<file path="config.mk">
export PLATFORM = sky130hd
export DESIGN_NAME = shadow_window_router
export DESIGN_NICKNAME = d
export VERILOG_FILES = /design/src/rtl/shadow_pkg.sv /design/src/rtl/shadow_attr_store.sv /design/src/rtl/shadow_seg_decode.sv /design/src/rtl/shadow_route_rule.sv /design/src/rtl/shadow_window_router.sv
export SDC_FILE = /design/constraint.sdc
export NUM_CORES = 1
export LEC_CHECK = 0
export ABC_AREA = 1
export ABC_CLOCK_PERIOD_IN_PS = 1200
export BUFFER_PORTS_ARGS = -buffer_cell sky130_fd_sc_hd__buf_2
export CORE_MARGIN = 2
export CORE_UTILIZATION = 35
export DETAILED_ROUTE_END_ITERATION = 8
export MAX_ROUTING_LAYER = met4
export SYNTH_ARGS = -nofsm -noshare
export SYNTH_HDL_FRONTEND = slang
export SYNTH_HIERARCHICAL = 1
export SYNTH_SLANG_ARGS = --single-unit
</file>
<file path="constraint.sdc">
create_clock -name clk -period 1.2 [get_ports clk]
set_input_delay 0.06 -clock clk [delete_from_list [all_inputs] [get_ports clk]]
set_output_delay 0.06 -clock clk [all_outputs]
set_load 0.02 [all_outputs]
</file>
<file path="src/rtl/shadow_pkg.sv">
package shadow_pkg;

  typedef enum logic [1:0] {
    ATTR_OFF = 2'b00,
    ATTR_RD  = 2'b01,
    ATTR_WR  = 2'b10,
    ATTR_RW  = 2'b11
  } attr_code_t;

  localparam int unsigned ATTR_REGS   = 7;
  localparam int unsigned ATTR_DATA_W = 8;
  localparam int unsigned LO_LSB      = 0;
  localparam int unsigned HI_LSB      = 4;
  localparam int unsigned WIN_BASE    = 32'h000C_0000;
  localparam int unsigned WIN_TOP     = 32'h000F_FFFF;

endpackage

</file>
<file path="src/rtl/shadow_attr_store.sv">
module shadow_attr_store
  import shadow_pkg::*;
#(
  parameter int unsigned NUM_REGS = ATTR_REGS,
  parameter int unsigned DATA_W   = ATTR_DATA_W,
  parameter int unsigned IDX_W    = $clog2(NUM_REGS + 1)
) (
  input  logic                     clk,
  input  logic                     rst,
  input  logic                     wr_en,
  input  logic [IDX_W-1:0]         wr_idx,
  input  logic [DATA_W-1:0]        wr_data,
  output logic [NUM_REGS-1:0][1:0] lo_q,
  output logic [NUM_REGS-1:0][1:0] hi_q
);

  logic idx_ok;
  assign idx_ok = (int'(wr_idx) < int'(NUM_REGS));

  for (genvar g = 0; g < NUM_REGS; g++) begin : g_reg
    logic hit;
    assign hit = wr_en && idx_ok && (int'(wr_idx) == g);

    // Upper field exists in every register
    always_ff @(posedge clk) begin
      if (rst)      hi_q[g] <= ATTR_OFF;
      else if (hit) hi_q[g] <= wr_data[HI_LSB+1:HI_LSB];
    end

    if (g == 0) begin : g_top_reg
      // Register 0 has only the 64 KB segment field; low bits are reserved
      assign lo_q[g] = ATTR_OFF;
    end else begin : g_pair_reg
      always_ff @(posedge clk) begin
        if (rst)      lo_q[g] <= ATTR_OFF;
        else if (hit) lo_q[g] <= wr_data[LO_LSB+1:LO_LSB];
      end
    end
  end


  bad_index_chk: assert property (@(posedge clk) disable iff (rst)
    (wr_en && !(int'(wr_idx) < int'(NUM_REGS))) |=> ($stable(lo_q) && $stable(hi_q)));


  write_lands_chk: assert property (@(posedge clk) disable iff (rst)
    (wr_en && (int'(wr_idx) < int'(NUM_REGS))) |=>
      (hi_q[$past(wr_idx)] == $past(wr_data[HI_LSB+1:HI_LSB])));

endmodule

</file>
<file path="src/rtl/shadow_seg_decode.sv">
module shadow_seg_decode
  import shadow_pkg::*;
#(
  parameter int unsigned ADDR_W   = 32,
  parameter int unsigned NUM_REGS = ATTR_REGS,
  parameter int unsigned IDX_W    = $clog2(NUM_REGS + 1)
) (
  input  logic [ADDR_W-1:0] addr,
  output logic              in_win,
  output logic [IDX_W-1:0]  reg_sel,
  output logic              hi_sel
);

  localparam int unsigned MB_BIT = 20;

  logic above_1mb;
  logic top_seg;

  if (ADDR_W > MB_BIT) begin : g_wide
    assign above_1mb = |addr[ADDR_W-1:MB_BIT];
  end else begin : g_narrow
    assign above_1mb = 1'b0;
  end

  // 0xC0000-0xFFFFF: address bits 19:18 both set, nothing above bit 19
  assign in_win  = !above_1mb && (addr[19:18] == 2'b11);
  assign top_seg = (addr[17:16] == 2'b11);

  always_comb begin
    if (top_seg) begin
      reg_sel = '0;
      hi_sel  = 1'b1;
    end else begin
      // 16 KB segment k = addr[17:14]; pair register = 1 + k/2
      reg_sel = IDX_W'(addr[17:15]) + IDX_W'(1);
      hi_sel  = addr[14];
    end
  end

endmodule

</file>
<file path="src/rtl/shadow_route_rule.sv">
module shadow_route_rule
  import shadow_pkg::*;
(
  input  logic [1:0] code,
  input  logic       is_write,
  output logic       take_dram
);

  attr_code_t c;
  assign c = attr_code_t'(code);

  always_comb begin
    unique case (c)
      ATTR_OFF: take_dram = 1'b0;
      ATTR_RD:  take_dram = !is_write;
      ATTR_WR:  take_dram = is_write;
      ATTR_RW:  take_dram = 1'b1;
      default:  take_dram = 1'b0;
    endcase
  end

endmodule

</file>
<file path="src/rtl/shadow_window_router.sv">
module shadow_window_router
  import shadow_pkg::*;
#(
  parameter int unsigned ADDR_W   = 32,
  parameter int unsigned NUM_REGS = ATTR_REGS,
  parameter int unsigned DATA_W   = ATTR_DATA_W,
  parameter int unsigned IDX_W    = $clog2(NUM_REGS + 1)
) (
  input  logic              clk,
  input  logic              rst,
  input  logic              cfg_we,
  input  logic [IDX_W-1:0]  cfg_idx,
  input  logic [DATA_W-1:0] cfg_wdata,
  input  logic [ADDR_W-1:0] acc_addr,
  input  logic              acc_write,
  output logic              acc_to_dram
);

  localparam logic [ADDR_W-1:0] WIN_LO = ADDR_W'(WIN_BASE);
  localparam logic [ADDR_W-1:0] WIN_HI = ADDR_W'(WIN_TOP);

  logic [NUM_REGS-1:0][1:0] lo_q;
  logic [NUM_REGS-1:0][1:0] hi_q;
  logic                     in_win;
  logic [IDX_W-1:0]         reg_sel;
  logic                     hi_sel;
  logic [1:0]               sel_code;
  logic                     rule_dram;

  shadow_attr_store #(
    .NUM_REGS (NUM_REGS),
    .DATA_W   (DATA_W),
    .IDX_W    (IDX_W)
  ) u_store (
    .clk     (clk),
    .rst     (rst),
    .wr_en   (cfg_we),
    .wr_idx  (cfg_idx),
    .wr_data (cfg_wdata),
    .lo_q    (lo_q),
    .hi_q    (hi_q)
  );

  shadow_seg_decode #(
    .ADDR_W   (ADDR_W),
    .NUM_REGS (NUM_REGS),
    .IDX_W    (IDX_W)
  ) u_decode (
    .addr    (acc_addr),
    .in_win  (in_win),
    .reg_sel (reg_sel),
    .hi_sel  (hi_sel)
  );

  always_comb begin
    sel_code = ATTR_OFF;
    for (int r = 0; r < int'(NUM_REGS); r++) begin
      if (int'(reg_sel) == r) sel_code = hi_sel ? hi_q[r] : lo_q[r];
    end
  end

  shadow_route_rule u_rule (
    .code      (sel_code),
    .is_write  (acc_write),
    .take_dram (rule_dram)
  );

  assign acc_to_dram = !in_win || rule_dram;


  outside_window_chk: assert property (@(posedge clk) disable iff (rst)
    ((acc_addr < WIN_LO) || (acc_addr > WIN_HI)) |-> acc_to_dram);


  off_code_chk: assert property (@(posedge clk) disable iff (rst)
    ((acc_addr >= WIN_LO) && (acc_addr <= WIN_HI) && (sel_code == ATTR_OFF)) |-> !acc_to_dram);


  rw_code_chk: assert property (@(posedge clk) disable iff (rst)
    ((acc_addr >= WIN_LO) && (acc_addr <= WIN_HI) && (sel_code == ATTR_RW)) |-> acc_to_dram);

endmodule

</file>
-- Word level (Yosys, flattened, before mapping)
Cells that the tools add are included.
- add/sub/neg operators: 1
- magnitude comparators: 1
- eq/ne operators: 17
- mux-type cells: 17
- reductions and logical operators: 17
- operators with widths (cell ; count):
    2-bit two-way mux ; 14
    3-bit equality test (second input constant) ; 8
    3-bit by 2-bit equality test with 1-bit output (second input constant) ; 4
    12-bit OR reduction ; 1
    1-bit logical AND ; 9
    2-bit equality test (second input constant) ; 4
    3-bit zero test ; 2
    1-bit one-hot mux with 4 select lines ; 1
    3-bit by 1-bit adder with 3-bit output (second input constant) ; 1
    1-bit zero test ; 3
    3-bit less-than comparator (second input constant) ; 1
    3-bit two-way mux ; 1
    2-bit by 1-bit equality test with 1-bit output (second input constant) ; 1
    2-bit zero test ; 1
    1-bit logical OR ; 1
    1-bit two-way mux ; 1
- flip-flop bits (word level): 26
- input bits: 47
- output and inout bits: 1
- word-level logic and storage cells: 66

-- Depth between registers and ports, before layout
- depth in word-level cells: 13
- gate-level depth with buffers: 15
- depth with buffers taken out: 14

-- By module
The synthesis kept the hierarchy.
- by module, submodules not included (module ; times used ; cells each ; area each (µm²) ; seq. area each (µm²)):
    shadow_attr_store ; 1 ; 165 ; 1143.6 ; 520.5
    shadow_window_router ; 1 ; 70 ; 305.3 ; 0.0
    shadow_seg_decode ; 1 ; 27 ; 118.9 ; 0.0
    shadow_route_rule ; 1 ; 4 ; 15.0 ; 0.0

-- Least setup slack after synthesis
No wires, ideal clock.
- kind: in2out
- start: in acc_addr[15]
- end: out acc_to_dram
- arrival time: 1.300 ns
- required time: 1.140 ns
- slack: -0.160 ns
- cell stages on the path: 13
- path buffers: 0
- cell sequence: ha_1 > inv_1 > nor2_1 > nand2_1 > nor2_1 > nand2_1 > nand3_1 > nor2_1 > nand4_1 > nand2_1 > nand2_1 > inv_1 > nand2_1
- cells in the longest elaborated chain, start to end: 13
- elaborated cells between the ends (all ways): 22
- classes of those cells: add/sub (1); eq/ne (9); mux (9); reduce/logical (3)
- RTL lines (what ; line ; source):
    from (decl) ; shadow_window_router.sv:14 ; input logic [ADDR_W-1:0] acc_addr,
    3-bit by 1-bit adder with 3-bit output (*) ; shadow_seg_decode.sv:35 ; reg_sel = IDX_W'(addr[17:15]) + IDX_W'(1);
    3-bit two-way mux (*) ; shadow_seg_decode.sv:30 ; if (top_seg) begin
    named net reg_sel[1] ; shadow_window_router.sv:25 ; logic [IDX_W-1:0] reg_sel;
    3-bit zero test ; shadow_window_router.sv:58 ; if (int'(reg_sel) == r) sel_code = hi_sel ? hi_q[r] : lo_q[r];
    2-bit two-way mux (6 in series) ; shadow_window_router.sv:58 ;
    2-bit two-way mux (*) ; shadow_window_router.sv:58 ;
    named net sel_code[1] ; shadow_window_router.sv:27 ; logic [1:0] sel_code;
    2-bit equality test (tied with other cells) ; shadow_route_rule.sv:13 ; unique case (c)
    1-bit one-hot mux with 4 select lines (*) ; shadow_route_rule.sv:13 ;
    named net rule_dram ; shadow_window_router.sv:28 ; logic rule_dram;
    1-bit logical OR (*) ; shadow_window_router.sv:68 ; assign acc_to_dram = !in_win || rule_dram;
    to (decl) ; shadow_window_router.sv:16 ; output logic acc_to_dram
Mark *: on every way through the listed nets, which the timed path passes. The rest lies on a longest branch.

-- Worst setup path after layout
- start: in acc_addr[16]
- end: out acc_to_dram
- cells in the longest elaborated chain, start to end: 13
- elaborated cells between the ends (all ways): 31
- classes of those cells: add/sub (1); eq/ne (10); mux (17); reduce/logical (3)
- RTL lines (what ; line):
    3-bit by 1-bit adder with 3-bit output / 2-bit equality test (equally long branches) ; shadow_seg_decode.sv:35, shadow_seg_decode.sv:27
    3-bit two-way mux (*) ; shadow_seg_decode.sv:30
    named net reg_sel[2] ; shadow_window_router.sv:25
    3-bit zero test ; shadow_window_router.sv:58
    2-bit two-way mux (6 in series) ; shadow_window_router.sv:58
    2-bit two-way mux (*) ; shadow_window_router.sv:58
    named net sel_code[1] ; shadow_window_router.sv:27
    2-bit equality test (tied with other cells) ; shadow_route_rule.sv:13
    1-bit one-hot mux with 4 select lines (*) ; shadow_route_rule.sv:13
    named net rule_dram ; shadow_window_router.sv:28
    1-bit logical OR (*) ; shadow_window_router.sv:68
Marks and branches as above.

==> flow_summary.json <==
{
  "min_to": "u_store/hi_q[12]",
  "p_int_mw": 1.37,
  "holdPathStages": 5,
  "path_max_fanout": 5,
  "final_cells": 355,
  "worstRegToRegCells": 2,
  "chipWidth_um": 71.2,
  "r2r_start": "u_store/lo_q[4]",
  "fin_crit_ps": 1490,
  "max_freq_mhz": 672,
  "vias": 1619,
  "power_leakage_nw": 0.961,
  "grt-ovfl-total": 0,
  "worst_skew_pair.late_latency_ps": 260,
  "ys.flop_type": "dfxtp_1",
  "p_clk_share_pct": 29.5,
  "synth_edf_count": 0,
  "grt_pass1_wl_mm": 6.27,
  "power.total_mw": 1.88,
  "htreeDepth": 1,
  "power_frac_comb_pct": 22.0,
  "routed_wl_mm": 3.62,
  "setup_viol": 1,
  "synth.avg_cell_area_um2": 5.95,
  "reg2reg_to": "u_store/lo_q[4]",
  "endpoint_kind": "primary output",
  "cap_violations": 0,
  "grt_pass1_vias": 1512,
  "synth_async_sr_flop_share_pct": 0,
  "dpl.cell_count": 350,
  "drt-initial-drc-count": 74,
  "post-route-period-util_pct": 124,
  "worst_slack_ps": -288,
  "cp.required_ps": 1140,
  "place_congestion": 0.796,
  "rows": 24,
  "yosys_register_bits": 26,
  "area_growth_pct": 26.9,
  "start_util_pct": 36.4,
  "yosysWarnings": 6,
  "cts.sinks": 26,
  "rsz0062_at_grt": "yes",
  "synthCells": 266,
  "fin_area_um2": 2010,
  "via_per_inst": 4.56,
  "finalHoldViolCount": 0,
  "cts-root-buf": "clkbuf_8",
  "cts_hold_buf": 0,
  "crit_path_start_kind": "input port",
  "cp.arrival_ps": 1430,
  "grt_max_degree": 27,
  "place_area_um2": 1860,
  "switching_share_pct": 27.1,
  "drt-wirelength-per-cell_um": 10.2,
  "path_clk_slew_ps": 90,
  "synth.distinct_cells": 22,
  "die_area_um2": 5080,
  "route.detailed.drc": 0,
  "status": "finished with violations",
  "grt_antenna_before_repair": 0,
  "violations": "setup timing",
  "post-route-util_pct": 46.1,
  "io_buffers": 29,
  "skew_ps": 0,
  "whs_ps": 228,
  "first_pass_iters": 4,
  "power.switching_mw": 0.509,
  "cts_buffer_depth": 2,
  "core_area_um2": 4350,
  "ir_drop_v": 0.000446,
  "seqPwrFrac_pct": 48.5,
  "crit_type": "in -> out",
  "r2r_setup_slack_ps": 610,
  "worst_pin_slew_ps": 680,
  "hp-start": "cfg_wdata[4]",
  "globalRouteTotalUtil_pct": 15.5,
  "ys_seq_area_share_pct": 32.9,
  "die_h_um": 71.2,
  "slew_headroom_pct": 54.4,
  "hold_path_class": "in -> reg",
  "cts_tree": "built",
  "cts_buffers": 3,
  "diodes": 0,
  "dpl.hpwl_mm": 2.86,
  "drive_gt1_share_pct": 26.1,
  "nNetsFinal": 352,
  "ioPinCount": 48,
  "syn-cell-area_um2": 1580,
  "power.density_nw_per_um2": 934,
  "detail-route-antenna-nets": 0,
  "finalMaxSlewViolations": 0
}
-- state kept, by name, summed over array words and instances, names as in the netlist --
signal / cells
u_store/hi_q: 14
u_store/lo_q: 12
-- repair_timing --
action                     CTS  global route
gates resized for setup     17             3
setup buffers                1             0
setup endpoints to repair    1             1
pin swaps                   16             3
-- worst max-delay path, cell delays in order --
cell	delay (ps)
buf_8	100
ha_4	150
xnor2_2	130
nor2_2	140
inv_2	80
nand2_1	70
nor2_1	50
nand2_1	90
nand3_2	70
nor2_2	80
nand4_1	80
nand2_1	70
nand2_1	50
inv_1	60
nand2_2	50
buf_6	120
-- routing by layer --
layer | track usage [%] | vias up | share of wire (%)
met5 | - | - | 0
met4 | 4.82 | 0 | 1.4
met3 | 2.11 | 6 | 5.4
met2 | 25.4 | 42 | 44
met1 | 20.0 | 687 | 50
li1 | - | 884 | -
-- synth_stat cells (2+ instances only) --
master	number	area share (%)
nand2_2	4	1.6
dfxtp_1	26	33
nand2_1	80	19
nor3_1	3	0.95
o211ai_1	3	1.4
buf_4	3	1.4
a21oi_1	2	0.63
inv_2	6	1.4
nand4_1	2	0.79
buf_2	3	0.95
nor2_4	3	2.1
buf_6	2	1.4
nand3_1	30	9.5
nor2_2	6	2.4
or2_1	3	1.2
nor2_1	68	16
inv_1	17	4.0
-- cells by family (layout without fill, tap and decap cells) --
family	count (synthesis)	count (layout)	share of synthesized area (%)
compound gates	5	5	2.06
xor+xnor	1	1	0.553
fa+ha+maj	1	1	0.790
buf+inv	32	68	9.49
flops	26	26	32.9
other cells	1	2	0.237
simple gates	200	200	54.0
-- power groups by stage --
stage               Combinational [mW]  Clock [mW]  Sequential (mW)
global route                     0.466       0.606            0.914
finish                           0.413       0.553            0.910
floorplan                        0.260           0            0.924
global placement                 0.379           0            0.931
CTS                              0.413       0.576            0.911
detailed placement               0.380           0            0.931
-- cells in the final DEF (no fill, tap or decap), types with 7 or more instances in the layout --
cell     instances
nand2_1         77
nor2_1          64
nand3_1         29
dfxtp_1         26
buf_2           25
inv_1           16
nor2_2           9
nand2_2          7
inv_2            7
-- worst max-delay path by stage --
stage	from	end	depth (start not counted)
finish	acc_addr[16]	acc_to_dram	16
global route	acc_addr[16]	acc_to_dram	16
CTS	acc_addr[16]	acc_to_dram	16
detailed placement	acc_addr[15]	acc_to_dram	16
global placement	acc_addr[15]	acc_to_dram	15
floorplan	acc_addr[15]	acc_to_dram	14
-- cell type report --
type / instances / area (um2)
clock buffers: 4 / 55.1
fillers: 487 / 2350
inverters: 24 / 90.1
multi-input cells: 209 / 985
flip-flops and latches: 26 / 520
well taps: 52 / 65.1
repair buffers: 40 / 293
-- stage by stage --
stage	TNS (ps)	setup slack (ps)
after floorplan	-44.5	-44.5
after global placement	-366	-366
after detailed placement	-364	-364
after CTS	-305	-305
after global routing	-430	-430
final	-288	-288
Note: power is estimated with default switching activity, not from simulation.
